==> src/rtl/ctmr_pkg.sv <==
// Package: shared constants and the divide-code decode for the countdown timer.
// Assumes a 2-bit register address space and a 3-bit prescale shift.
package ctmr_pkg;
    localparam int ADDR_W   = 2;
    localparam int SHIFT_W  = 3;
    localparam int DIV_W    = 4;
    localparam int MASK_BIT = 16;
    localparam int PER_BIT  = 17;

    localparam logic [ADDR_W-1:0] A_START = 2'd0;
    localparam logic [ADDR_W-1:0] A_COUNT = 2'd1;
    localparam logic [ADDR_W-1:0] A_DIV   = 2'd2;
    localparam logic [ADDR_W-1:0] A_CTRL  = 2'd3;

    // Only bits 0, 1 and 3 of the divide register are kept.
    localparam logic [DIV_W-1:0] DIV_KEEP = 4'b1011;

    // Map the kept divide bits to a prescale shift: code = {b3,b1,b0}, shift = code+1 mod 8.
    function automatic logic [SHIFT_W-1:0] div_to_shift(input logic [DIV_W-1:0] cfg);
        logic [SHIFT_W-1:0] code;
        code = {cfg[3], cfg[1:0]};
        return code + SHIFT_W'(1);
    endfunction
endpackage

==> src/rtl/ctmr_prescaler.sv <==
// Module: power-of-two prescaler. Emits one tick every 2^shift clocks.
// Assumes shift is stable except across a restart, which clears the phase.
module ctmr_prescaler #(
    parameter int SHIFT_W = 3,
    localparam int PRE_W  = (1 << SHIFT_W) - 1
) (
    input  logic               clk,
    input  logic               rst_n,
    input  logic               restart,
    input  logic [SHIFT_W-1:0] shift,
    output logic               tick
);
    logic [PRE_W-1:0] cnt;
    logic [PRE_W-1:0] limit;
    logic             at_limit;

    // Last phase value for the selected ratio.
    always_comb begin
        limit    = PRE_W'((PRE_W+1)'(1) << shift) - PRE_W'(1);
        at_limit = (cnt == limit);
        tick     = at_limit && !restart;
    end

    // Phase counter: clears on restart or at the end of a divided period.
    always_ff @(posedge clk) begin
        if (!rst_n) begin
            cnt <= '0;
        end else if (restart || at_limit) begin
            cnt <= '0;
        end else begin
            cnt <= cnt + PRE_W'(1);
        end
    end

    // between ticks and restarts the phase advances by exactly one.
    a_r3_phase_step: assert property (@(posedge clk) disable iff (!rst_n)
        (!restart && !tick) |=> (cnt == $past(cnt) + PRE_W'(1)));

    // a restart always leaves the phase at zero.
    a_r4_restart_clears: assert property (@(posedge clk) disable iff (!rst_n)
        restart |=> (cnt == '0));
endmodule

==> src/rtl/ctmr_counter.sv <==
// Module: the countdown core. Holds the start value and the current count,
// and fires a one-clock request when the count reaches zero.
// Assumes one tick per divided period; a load takes priority over a tick.
module ctmr_counter #(
    parameter int CNT_W = 32,
    parameter int VEC_W = 8
) (
    input  logic             clk,
    input  logic             rst_n,
    input  logic             load,
    input  logic [CNT_W-1:0] load_val,
    input  logic             tick,
    input  logic             periodic,
    input  logic             mask,
    input  logic [VEC_W-1:0] vector,
    output logic [CNT_W-1:0] start_q,
    output logic [CNT_W-1:0] cur_q,
    output logic             fire_q,
    output logic [VEC_W-1:0] fire_vec_q
);
    logic active;

    // Running: a nonzero start value and either reloading or not yet at zero.
    always_comb begin
        active = (start_q != '0) && (periodic || (cur_q != '0));
    end

    // Count update, reload and request generation.
    always_ff @(posedge clk) begin
        if (!rst_n) begin
            start_q    <= '0;
            cur_q      <= '0;
            fire_q     <= 1'b0;
            fire_vec_q <= '0;
        end else begin
            fire_q     <= 1'b0;
            fire_vec_q <= '0;
            if (load) begin
                start_q <= load_val;
                cur_q   <= load_val;
            end else if (tick && active) begin
                if (cur_q == '0) begin
                    cur_q <= start_q;
                end else begin
                    cur_q <= cur_q - CNT_W'(1);
                    if ((cur_q == CNT_W'(1)) && !mask) begin
                        fire_q     <= 1'b1;
                        fire_vec_q <= vector;
                    end
                end
            end
        end
    end

    // a request never lasts longer than one clock.
    a_r13_single_pulse: assert property (@(posedge clk) disable iff (!rst_n)
        fire_q |=> !fire_q);

    // a request is only seen while the count sits at zero.
    a_r5_fire_at_zero: assert property (@(posedge clk) disable iff (!rst_n)
        fire_q |-> (cur_q == '0));

    // in one-shot mode a zero count stays at zero unless reloaded.
    a_r5_oneshot_holds: assert property (@(posedge clk) disable iff (!rst_n)
        (cur_q == '0 && !periodic && !load) |=> (cur_q == '0));

    // loading zero leaves the timer idle with no request.
    a_r9_zero_idle: assert property (@(posedge clk) disable iff (!rst_n)
        (load && load_val == '0) |=> (!fire_q && cur_q == '0));
endmodule

==> src/rtl/countdown_timer.sv <==
// Module: top of the countdown timer. Decodes register writes and reads,
// keeps the divide and control registers, and joins prescaler and counter.
// Assumes single-cycle writes; reads are combinational.
module countdown_timer #(
    parameter int CNT_W = 32,
    parameter int VEC_W = 8
) (
    input  logic                     clk,
    input  logic                     rst_n,
    input  logic                     wr_en,
    input  logic [ctmr_pkg::ADDR_W-1:0] wr_addr,
    input  logic [CNT_W-1:0]         wr_data,
    input  logic [ctmr_pkg::ADDR_W-1:0] rd_addr,
    output logic [CNT_W-1:0]         rd_data,
    output logic                     irq_pulse,
    output logic [VEC_W-1:0]         irq_vector
);
    import ctmr_pkg::*;

    logic [DIV_W-1:0]   div_q;
    logic [VEC_W-1:0]   vec_q;
    logic               mask_q;
    logic               per_q;
    logic               wr_start;
    logic               wr_div;
    logic               wr_ctrl;
    logic               tick;
    logic [SHIFT_W-1:0] shift;
    logic [CNT_W-1:0]   start_q;
    logic [CNT_W-1:0]   cur_q;

    // Write decode per register.
    always_comb begin
        wr_start = wr_en && (wr_addr == A_START);
        wr_div   = wr_en && (wr_addr == A_DIV);
        wr_ctrl  = wr_en && (wr_addr == A_CTRL);
        shift    = div_to_shift(div_q);
    end

    // Divide and control registers.
    always_ff @(posedge clk) begin
        if (!rst_n) begin
            div_q  <= '0;
            vec_q  <= '0;
            mask_q <= 1'b0;
            per_q  <= 1'b0;
        end else begin
            if (wr_div) begin
                div_q <= wr_data[DIV_W-1:0] & DIV_KEEP;
            end
            if (wr_ctrl) begin
                vec_q  <= wr_data[VEC_W-1:0];
                mask_q <= wr_data[MASK_BIT];
                per_q  <= wr_data[PER_BIT];
            end
        end
    end

    ctmr_prescaler #(.SHIFT_W(SHIFT_W)) u_pre (
        .clk     (clk),
        .rst_n   (rst_n),
        .restart (wr_start || wr_div),
        .shift   (shift),
        .tick    (tick)
    );

    ctmr_counter #(.CNT_W(CNT_W), .VEC_W(VEC_W)) u_cnt (
        .clk        (clk),
        .rst_n      (rst_n),
        .load       (wr_start),
        .load_val   (wr_data),
        .tick       (tick),
        .periodic   (per_q),
        .mask       (mask_q),
        .vector     (vec_q),
        .start_q    (start_q),
        .cur_q      (cur_q),
        .fire_q     (irq_pulse),
        .fire_vec_q (irq_vector)
    );

    // Read multiplexer.
    always_comb begin
        rd_data = '0;
        case (rd_addr)
            A_START: rd_data = start_q;
            A_COUNT: rd_data = cur_q;
            A_DIV:   rd_data[DIV_W-1:0] = div_q;
            default: begin
                rd_data[VEC_W-1:0] = vec_q;
                rd_data[MASK_BIT]  = mask_q;
                rd_data[PER_BIT]   = per_q;
            end
        endcase
    end

    // a write to the count address alone never changes the start value.
    a_r10_count_ro: assert property (@(posedge clk) disable iff (!rst_n)
        (wr_en && wr_addr == A_COUNT) |=> (start_q == $past(start_q)));

    // the vector is nonzero only while a request is raised.
    a_r8_vec_idle: assert property (@(posedge clk) disable iff (!rst_n)
        !irq_pulse |-> (irq_vector == '0));
endmodule

==> config.mk <==
export PLATFORM = sky130hd
export DESIGN_NAME = countdown_timer
export DESIGN_NICKNAME = d
export VERILOG_FILES = /design/src/rtl/ctmr_pkg.sv /design/src/rtl/ctmr_prescaler.sv /design/src/rtl/ctmr_counter.sv /design/src/rtl/countdown_timer.sv
export SDC_FILE = /design/constraint.sdc
export NUM_CORES = 1
export LEC_CHECK = 0
export ABC_AREA = 1
export BUFFER_PORTS_ARGS = -buffer_cell sky130_fd_sc_hd__buf_2
export CORE_UTILIZATION = 58
export CTS_CLUSTER_SIZE = 20
export DETAILED_ROUTE_END_ITERATION = 16
export GPL_TIMING_DRIVEN = 0
export PLACE_DENSITY = 0.92
export SLEW_MARGIN = 0
export SYNTH_ARGS = -nofsm -noshare
export SYNTH_HDL_FRONTEND = slang
export SYNTH_SLANG_ARGS = --single-unit
==> constraint.sdc <==
create_clock -name clk -period 2.85 [get_ports clk]
set_input_delay 0.285 -clock clk [delete_from_list [all_inputs] [get_ports clk]]
set_output_delay 0.285 -clock clk [all_outputs]
set_load 0.005 [all_outputs]
==> results of run 1 <==
## sequential cells by signal, indices dropped and copies added (netlist names)
register          cells
per_q                 1
u_cnt.fire_vec_q      8
u_pre.cnt             7
div_q                 3
vec_q                 8
u_cnt.cur_q          32
u_cnt.fire_q          1
u_cnt.start_q        32
mask_q                1
## worst paths after layout
path,from,to,depth (start not counted)
worst min register to register,vec_q[0],u_cnt.fire_vec_q[0],2
worst min-delay path,wr_data[29],u_cnt.start_q[29],3
worst max-delay path,div_q[0],u_cnt.cur_q[3],16
worst max register to register,div_q[0],u_cnt.cur_q[3],16
## timing repair
action                                  4_1_cts  5_1_grt
endpoints found under the setup margin        0       40
gates resized for setup                       0        4
buffers inserted                              0        0
## through the flow
stage	power, mW	utilization, %	TNS [ps]	worst slack, ps
floorplan	2.38	-	0	477
global placement	2.69	65.9	0	188
detailed placement	2.71	65.9	0	148
CTS	3.60	68.1	0	127
global route	3.86	68.3	-84.7	-16.9
finish	3.66	68.3	0	175
## worst max-delay path, delay by kind of cell (launching register included)
| kind | cells | cell delay (ps) |
|---|---|---|
| xor+xnor | 1 | 140 |
| fa+ha+maj | 2 | 570 |
| simple gates | 7 | 670 |
| flops | 1 | 310 |
| buf+inv | 4 | 630 |
| compound gates | 2 | 200 |
## layer usage
metal	GRT usage, %	vias up
li1	-	3087
met3	6.41	69
met5	0	-
met4	14.6	0
met2	58.0	443
met1	47.5	2877
## power by group through the flow
stage / clock [mW] / sequential (mW) / combinational [mW]
floorplan: 0 / 1.45 / 0.928
global placement: 0 / 1.46 / 1.23
detailed placement: 0 / 1.46 / 1.24
CTS: 0.912 / 1.44 / 1.26
global route: 0.965 / 1.45 / 1.45
finish: 0.915 / 1.44 / 1.31
## synthesized netlist by cell type (all sizes together)
cell / n
o22ai: 27
a21oi: 65
a21boi: 2
nand2: 231
o221ai: 7
nand3: 72
xor2: 17
o21ai: 50
buf: 18
nand3b: 2
clkinv: 1
nor4: 1
nand4: 10
xnor2: 2
or2: 1
nor3: 6
ha: 8
nor2: 161
o211ai: 2
clkbuf: 20
inv: 111
dfxtp: 93
## kinds of logic after synthesis
family	synth area share, %
AO/OA/AOI/OAI	15.1
XOR/XNOR	2.99
adder cells (fa/ha/maj)	1.80
buffers and inverters	10.9
flip-flops	33.5
AND/OR/NAND/NOR	35.8
## cell type report
type	count	area (um2)	share of cell area [%]
flip-flops and latches	93	1860	29.4
clock inverters	7	76.3	1.20
well taps	129	161	2.55
plain buffers	38	184	2.90
repair buffers	79	395	6.24
multi-input cells	664	3120	49.2
clock buffers	9	124	1.95
inverters	112	420	6.63
## layout by cell type, fill, tap and decap left out, types with 8 or more instances in the layout
| cell type | instances |
|---|---|
| nand2_1 | 230 |
| nor2_1 | 155 |
| inv_1 | 106 |
| dfxtp_1 | 92 |
| buf_2 | 88 |
| nand3_1 | 71 |
| a21oi_1 | 64 |
| o21ai_0 | 49 |
| o22ai_1 | 27 |
| clkbuf_1 | 20 |
| xor2_1 | 17 |
| nand4_1 | 10 |
| clkbuf_8 | 9 |
| ha_1 | 8 |
==> out/summary.txt, run 1 <==
================================================================================
Status                                                              finished clean
Total number of placement rows                                                35
Gate Count Post-Synth                                                        907
RD Place Congestion                                                        0.966
Endpoint arrival time on the critical path                               2920 ps
Fraction of layout instances using a drive strength above 1                12.7%
Leading area contributor after synthesis                                 dfxtp_1
Residual antenna-violating net count after detailed routing                    0
Met2 Routed Length                                                       7920 um
Count of boundary I/O pins                                                    80
Diode insertion count for antenna repair                                       0
Placeable core region                                                   9280 um2
Clock tree from TritonCTS                                                   done
Number of inserted filler cells in the final layout                          874
Port Buffers                                                                  79
Number of violations of the max-capacitance limit                              0
Height of the die                                                         100 um
CTS Sinks                                                                     93
Share of total power in sequential cells                                   39.3%
Internal cell power                                                      2.16 mW
Number of storage elements in the synthesis netlist                           93
Root Buffer                                                             clkbuf_8
CP Data Required Time                                                    3100 ps
Initial core utilization                                                   59.9%
Final setup violation count                                                    0
Clock insertion delay at the later pin of the skew report                 390 ps
Most used cell along the critical path                                   nand2_1
Net switching power                                                      1.50 mW
Slowest cell on the critical path                                        dfxtp_1
Pwr dens                                                              577 nW/um2
Estimated wirelength of the detail-placed design                        12900 um
Net count after synthesis                                                    954
Avg Synthesized Cell Area                                               6.14 um2
Largest driver fanout on the critical path                                    10
Slack of the worst reg-to-reg path                                        170 ps
Post-detailed-route via-to-cell ratio                                       5.73
Largest net degree at the start of global routing                             20
Peak VDD IR                                                             0.409 mV
Total number of vias                                                        6476
Routed length on met1                                                    7190 um
Number of detailed-routing iterations run before antenna repair                6
DRC violations left                                                            0
CP Capture Type                                                             flop
Synth warnings                                                                 0
Yosys top cell area share                                                  33.5%
Total die area                                                          9990 um2
Maximum root-to-sink buffer count                                              2
Initial DRC Count                                                            709
Crit path launch type                                                       flop
Distinct cell type count after synthesis                                      34
Number of antenna violations at the first check in global routing              0
Uppermost metal layer occupied by signal nets                               met4
Overall die width                                                         100 um
Post-DP Area                                                            6120 um2
Largest incremental delay on the critical path                            310 ps
CTS clk-pin slew, worst paths                                             110 ps
Hold Crit Class                                                        in -> reg
Area contributors post-synth                                        dfxtp_1 33%, nand2_1 16%, nor2_1 10%, inv_1 7.1%, nand3_1 6.4%
Post-route clock skew                                                    8.63 ps
Number of buffers created by CTS                                               9
Period utilisation layout                                                  93.9%
Hold Vio Cnt, Final                                                            0
Class of the most critical setup path                                 reg -> reg
Sequential element share of the synthesized area                           33.5%
Wire length of the first global-routing pass                            28000 um
Combinational cell fraction of total power                                 35.7%
Switching portion of total power                                           41.0%
Global-route usage over all layers                                         35.9%
Total detailed-routing wirelength                                       17700 um
Instance count after placement with tap cells included                      1115
Final Cell Area                                                         6340 um2
Slew @ Worst Pin                                                          780 ps
Layout Nets                                                                 1044
Post-route minimum period                                                2680 ps
Worst max-slew margin expressed relative to the limit                      48.0%
WHS                                                                       164 ps
Clk pwr share                                                              25.0%
Area growth, synth to finish                                               13.9%
Aggregate global routing overflow                                              0
Met3 Wirelength                                                          2000 um
Static leakage                                                           3.02 nW
Final non-filler cell total                                                 1131
Chain of cells forming the critical path                            buf_4, nand2_1, inv_1, ha_1, buf_2, nand2_1, ha_1, xor2_1, nand2_1, a21oi_1, nand2_1, nor2_4, nand3_4, buf_2, nand3_1, a21oi_1
Vias in the first global route                                              5745
Mean routed wirelength per cell                                          15.6 um
Number of hold buffers added after CTS                                         0
Maximum frequency from static timing analysis                            374 MHz
Mapped Area                                                             5570 um2
Final Slew Violations                                                          0
Number of H-tree branching levels                                              3
================================================================================
(Power assumes the default switching activity.)
==> inputs of run 2 (changes only) <==
--- a/config.mk
+++ b/config.mk
@@ -7,11 +7,11 @@
 export LEC_CHECK = 0
 export ABC_AREA = 1
 export BUFFER_PORTS_ARGS = -buffer_cell sky130_fd_sc_hd__buf_2
-export CORE_UTILIZATION = 58
+export CORE_UTILIZATION = 35
 export CTS_CLUSTER_SIZE = 20
 export DETAILED_ROUTE_END_ITERATION = 16
 export GPL_TIMING_DRIVEN = 0
-export PLACE_DENSITY = 0.92
+export PLACE_DENSITY = 0.61
 export SLEW_MARGIN = 0
 export SYNTH_ARGS = -nofsm -noshare
 export SYNTH_HDL_FRONTEND = slang
==> run 2 against run 1 <==
Hold slack gained 24 ps; largest cell class unchanged; wire length rose by 8.0%; clock power is 40% higher; maximum frequency up 0.45%; largest power group unchanged; power rose by 11%.
==> out/summary.txt, run 2 (synthesized netlist as in run 1, its figures left out) <==
================================================================================
Status                                                              finished clean
Total number of vias                                                        6040   -6.7%
Total die area                                                         16400 um2   +64%
Number of hold buffers added after CTS                                         0   unchanged
Maximum root-to-sink buffer count                                              2   unchanged
Most used cells in the layout excluding fill and tap cells          229 x nand2_1, 149 x nor2_1, 105 x inv_1
Clk pwr share                                                              31.6%   +6.6 points
Largest regs                                                        u_cnt.cur_q x32, u_cnt.start_q x32
Final Slew Violations                                                          0   unchanged
Largest driver fanout on the critical path                                    10   unchanged
Net switching power                                                      1.59 mW   +6.2%
Height of the die                                                         128 um   +28%
Total detailed-routing wirelength                                       19100 um   +8.0%
Chain of cells forming the critical path                            buf_4, nand2_1, inv_2, ha_4, buf_6, nand2_1, ha_4, xor2_1, nand2_1, a21oi_2, nand2_2, nor2_4, nand3_4, nand2_4, inv_4, buf_6, nor2_2, nor2_1
Final setup violation count                                                    0   unchanged
Slowest cell on the critical path                                        dfxtp_1
Mean routed wirelength per cell                                          15.7 um   +0.63%
Class of the most critical setup path                                 reg -> reg
Final non-filler cell total                                                 1214   +7.3%
Wire length of the first global-routing pass                            29300 um   +4.6%
Placeable core region                                                  15400 um2   +66%
Slew @ Worst Pin                                                          812 ps   +32.4 ps
Pwr dens                                                              611 nW/um2   +5.8%
Layout Nets                                                                 1045   +0.096%
Estimated wirelength of the detail-placed design                        14000 um   +8.7%
Count of boundary I/O pins                                                    80   unchanged
Number of antenna violations at the first check in global routing              0   unchanged
CTS clk-pin slew, worst paths                                              80 ps   -30 ps
Port Buffers                                                                  79   unchanged
Maximum frequency from static timing analysis                            375 MHz   +0.45%
RD Place Congestion                                                        0.924   -4.4%
Crit path launch type                                                       flop
Post-route clock skew                                                    10.2 ps   +1.60 ps
Hold Vio Cnt, Final                                                            0   unchanged
Diode insertion count for antenna repair                                       0   unchanged
Share of total power in sequential cells                                   35.5%   -3.8 points
Post-route minimum period                                                2660 ps   -11.9 ps
CP Data Required Time                                                    3110 ps   about the same
Residual antenna-violating net count after detailed routing                    0   unchanged
Final core utilization                                                     43.1%   -25 points
Combinational cell fraction of total power                                 32.9%   -2.8 points
Static leakage                                                           3.08 nW   +2.2%
Number of detailed-routing iterations run before antenna repair                6   unchanged
Root Buffer                                                            clkbuf_16
Post-detailed-route via-to-cell ratio                                       4.98   -13%
Period utilisation layout                                                  93.4%   -0.42 points
Vias in the first global route                                              5339   -7.1%
Unrepaired setup endpoints after global routing                             true
Most common cell after layout, fill and taps aside                       nand2_1
DRC violations left                                                            0   unchanged
Post-route total power                                                   4.05 mW   +11%
Aggregate global routing overflow                                              0   unchanged
Initial core utilization                                                   36.2%   -24 points
Largest incremental delay on the critical path                            300 ps   about the same
CP Capture Type                                                             flop
Initial DRC Count                                                            477   -33%
Worst hold stages                                                              3   unchanged
Number of violations of the max-capacitance limit                              0   unchanged
Worst max-slew margin expressed relative to the limit                      45.8%   -2.2 points
Number of H-tree branching levels                                              3   unchanged
Most used cell along the critical path                                   nand2_1
Post-layout worst setup margin                                            187 ps   +11.9 ps
Area growth, synth to finish                                               19.2%
Worst reg-to-reg path cell count                                              18   +2
Number of inserted filler cells in the final layout                         1700   +95%
Pre-CTS worst setup slack                                                 112 ps   -35.9 ps
Hold Crit Class                                                        in -> reg
Fraction of layout instances using a drive strength above 1                13.9%   +1.2 points
Endpoint arrival time on the critical path                               2920 ps   about the same
Internal cell power                                                      2.46 mW   +14%
Number of buffers created by CTS                                               9   unchanged
Global-route usage over all layers                                         23.6%   -12 points
Largest net degree at the start of global routing                             21   +5.0%
Peak VDD IR                                                             0.387 mV   -5.2%
Overall die width                                                         128 um   +28%
Clock insertion delay at the later pin of the skew report                 370 ps   -20 ps
Switching portion of total power                                           39.3%   -1.7 points
CTS Sinks                                                                     93   unchanged
Clock tree from TritonCTS                                                   done
Instance count after placement with tap cells included                      1197   +7.4%
Total number of placement rows                                                45   +29%
================================================================================
run 2: path summary, 6_finish.rpt:
| path | end | slack (ps) | startpoint |
|---|---|---|---|
| worst max-delay path | u_cnt.cur_q[28] | 190 | div_q[0] |
| worst min-delay path | u_cnt.start_q[10] | 190 | wr_data[10] |
| worst max register to register | u_cnt.cur_q[28] | 190 | div_q[0] |
| worst min register to register | u_cnt.fire_vec_q[1] | 460 | vec_q[1] |
run 2: what timing repair did:
action	4_1_cts	5_1_grt
setup endpoints to repair	0	40
setup buffers	0	1
gates resized for setup	0	25
run 2: worst max-delay path, delay by kind of cell (launching register included):
kind / cells / cell delay (ps)
fa+ha+maj: 2 / 540
flops: 1 / 300
compound gates: 1 / 120
buf+inv: 5 / 540
xor+xnor: 1 / 130
simple gates: 9 / 910
run 2: layer usage:
layer  vias up  GRT usage, %  wire (um)
met4         0          6.51        330
met1      2727          32.8       8990
met5         -             0          0
met3        22          4.38       1330
li1       3081             -          -
met2       210          37.3       8470
run 2: power groups by stage:
stage	registers [mW]	clock network, mW	logic [mW]
2_1_floorplan	1.45	0	0.928
3_3_place_gp	1.47	0	1.27
3_5_place_dp	1.47	0	1.27
4_1_cts	1.44	1.30	1.28
5_1_grt	1.45	1.35	1.49
6_report	1.44	1.28	1.33
run 2: metrics by stage:
stage	hold slack (ps)	TNS (ps)	instance area [um2]
2_1_floorplan	431	0	5570
3_3_place_gp	445	0	6220
3_5_place_dp	449	0	6220
4_1_cts	177	0	6540
5_1_grt	196	-84.9	6630
6_report	187	0	6630
run 2: layout make-up:
type / count / area [um2] / share of cell area, %
inverters: 112 / 423 / 6.38
well taps: 211 / 264 / 3.98
plain buffers: 38 / 204 / 3.08
clock buffers: 9 / 225 / 3.40
multi-input cells: 664 / 3160 / 47.7
flip-flops and latches: 93 / 1860 / 28.1
clock inverters: 7 / 86.3 / 1.30
repair buffers: 80 / 403 / 6.08
==> inputs of run 3 (changes only) <==
--- a/config.mk
+++ b/config.mk
@@ -7,6 +7,7 @@
 export LEC_CHECK = 0
 export ABC_AREA = 1
 export BUFFER_PORTS_ARGS = -buffer_cell sky130_fd_sc_hd__buf_2
+export CORE_ASPECT_RATIO = 0.9
 export CORE_UTILIZATION = 35
 export CTS_CLUSTER_SIZE = 20
 export DETAILED_ROUTE_END_ITERATION = 16
==> constraint.sdc (replaced) <==
create_clock -name clk -period 2.85 [get_ports clk]
set_input_delay 0.1425 -clock clk [delete_from_list [all_inputs] [get_ports clk]]
set_output_delay 0.1425 -clock clk [all_outputs]
set_load 0.005 [all_outputs]
==> run 3 against run 2 <==
Cell count is 0.74% lower; critical path depth shrank 2; sequential share of layout area is 0.29 points higher; wire length is 0.89% lower; count of clock-buffer cells in the layout is 1 higher; utilization decreased by 0.81 points; final area decreased by 1.1%; via count up 1.6%; maximum frequency increased by 0.56%; power fell by 1.3%; critical endpoint is now u_cnt.fire_vec_q[1]; sequential power barely moved; global-route usage increased by 0.53 points.
==> out/summary.txt, run 3 (synthesized netlist as in run 1, its figures left out) <==
================================================================================
Post-DP Area                                                            6210 um2   -0.18%
Hold Vio Cnt, Final                                                            0   unchanged
Instance count after placement with tap cells included                      1188   -0.75%
Initial DRC Count                                                            561   +18%
Residual antenna-violating net count after detailed routing                    0   unchanged
Root Buffer                                                            clkbuf_16
Vias in the first global route                                              5449   +2.1%
Aggregate global routing overflow                                              0   unchanged
Crit path launch type                                                       flop
Global-route usage over all layers                                         24.2%   +0.53 points
Post-route minimum period                                                2650 ps   -14.8 ps
Number of detailed-routing iterations run before antenna repair                5   -1
Worst max-slew margin expressed relative to the limit                      51.3%   +5.5 points
Number of buffers created by CTS                                               9   unchanged
Number of inserted filler cells in the final layout                         1706   +0.35%
Slew @ Worst Pin                                                          730 ps   -82.1 ps
Post-route clock skew                                                    10.3 ps   +0.0498 ps
Maximum root-to-sink buffer count                                              2   unchanged
Largest driver fanout on the critical path                                    10   unchanged
Height of the die                                                         122 um   -5.1%
Pwr dens                                                              610 nW/um2   -0.24%
Number of antenna violations at the first check in global routing              0   unchanged
DRC violations left                                                            0   unchanged
CTS clk-pin slew, worst paths                                              70 ps   about the same
Post-route total power                                                   4.00 mW   -1.3%
RD Place Congestion                                                        0.911   -1.4%
Diode insertion count for antenna repair                                       0   unchanged
Peak VDD IR                                                             0.360 mV   -7.0%
Total number of vias                                                        6135   +1.6%
Most common cell after layout, fill and taps aside                       nand2_1
Final setup violation count                                                    0   unchanged
Endpoint arrival time on the critical path                               2930 ps   about the same
Area growth, synth to finish                                               17.9%
Unrepaired setup endpoints after global routing                            false
Total number of placement rows                                                43   -4.4%
CTS Sinks                                                                     93   unchanged
Fraction of layout instances using a drive strength above 1                13.0%   -0.90 points
Period utilisation layout                                                  92.9%   -0.52 points
Hold Crit Class                                                        in -> reg
Status                                                              finished clean
Total detailed-routing wirelength                                       18900 um   -0.89%
Static leakage                                                           3.07 nW   -0.44%
Port Buffers                                                                  79   unchanged
Clock insertion delay at the later pin of the skew report                 360 ps   about the same
CP Data Required Time                                                    3130 ps   +20 ps
Largest regs                                                        u_cnt.cur_q x32, u_cnt.start_q x32
Largest net degree at the start of global routing                             16   -24%
Layout Nets                                                                 1045   unchanged
Placeable core region                                                  15500 um2   +0.81%
Final Cell Area                                                         6560 um2   -1.1%
CP Capture Type                                                             flop
Maximum frequency from static timing analysis                            378 MHz   +0.56%
Final non-filler cell total                                                 1205   -0.74%
Total die area                                                         16400 um2   about the same
Final core utilization                                                     42.3%   -0.81 points
Final Slew Violations                                                          0   unchanged
Setup TNS                                                                   0 ps   unchanged
Number of violations of the max-capacitance limit                              0   unchanged
Mean routed wirelength per cell                                          15.7 um   -0.15%
Clock tree from TritonCTS                                                   done
Estimated wirelength of the detail-placed design                        14300 um   +1.7%
Count of boundary I/O pins                                                    80   unchanged
Post-detailed-route via-to-cell ratio                                       5.09   +2.3%
Class of the most critical setup path                                 reg -> reg
Initial core utilization                                                   35.9%   -0.29 points
Overall die width                                                         135 um   +5.3%
Number of H-tree branching levels                                              3   unchanged
Wire length of the first global-routing pass                            29800 um   +1.7%
Most used cells in the layout excluding fill and tap cells          230 x nand2_1, 154 x nor2_1, 105 x inv_1
================================================================================
==> run 3: changes by cell type in the layout (fill, tap and decap cells not counted), sizes merged <==
cell | previous run | this run
inv | 115 | 112
buf | 97 | 98
clkinvlp | 0 | 1
bufinv | 0 | 1
==> run 3: final timing paths <==
| check | endpoint | cells after the start | slack [ps] | start |
|---|---|---|---|---|
| max reg2reg | u_cnt.fire_vec_q[1] | 16 | 200 | div_q[0] |
| max | u_cnt.fire_vec_q[1] | 16 | 200 | div_q[0] |
| min | u_cnt.start_q[25] | 3 | 50 | wr_data[25] |
| min reg2reg | u_cnt.fire_vec_q[6] | 2 | 460 | vec_q[6] |
==> run 3: critical path, stage by stage (launching register included) <==
cell and delay [ps]:
dfxtp_1 300, buf_4 160, nand2_1 70, inv_2 60, ha_4 260, buf_6 110
nand2_1 60, ha_1 290, xor2_1 150, nand2_1 80, a21oi_1 110, nand2_1 90
nor2_4 160, nand3_4 140, nor2_1 220, inv_2 130, nor2_1 170
==> run 3: layer usage <==
metal,track usage (%),wire (um),vias to the layer above
met2,36.5,8260,235
met3,4.95,1570,25
li1,-,-,3087
met5,0,0,-
met4,6.25,310,0
met1,34.8,8810,2788
==> run 3: cell type report <==
class	instances	area [um2]	share of cell area, %
Timing Repair Buffer	80	403	6.14
Clock buffer	10	239	3.64
Multi-Input combinational cell	664	3130	47.7
Sequential cell	93	1860	28.4
Buffer	38	190	2.90
Tap cell	202	253	3.85
Inverter	112	420	6.41
Clock inverter	6	61.3	0.935
==> run 3: what timing repair did <==
action | 4_1_cts | 5_1_grt
hold buffers | 0 | 0
endpoints found under the setup margin | 0 | 40
gates resized for setup | 0 | 9
setup buffers | 0 | 1
==> run 3: where the power goes <==
part	internal, mW	total [mW]	switching, mW
combinational	0.443	1.31	0.867
sequential	1.37	1.44	0.0660
clock	0.703	1.25	0.547
==> run 3: stage by stage <==
stage | hold WS, ps | setup slack, ps
5_1_grt | 63.0 | 9.46
6_report | 53.5 | 202
4_1_cts | 50.0 | 76.7
3_3_place_gp | 430 | 128
3_5_place_dp | 427 | 102
2_1_floorplan | 307 | 477
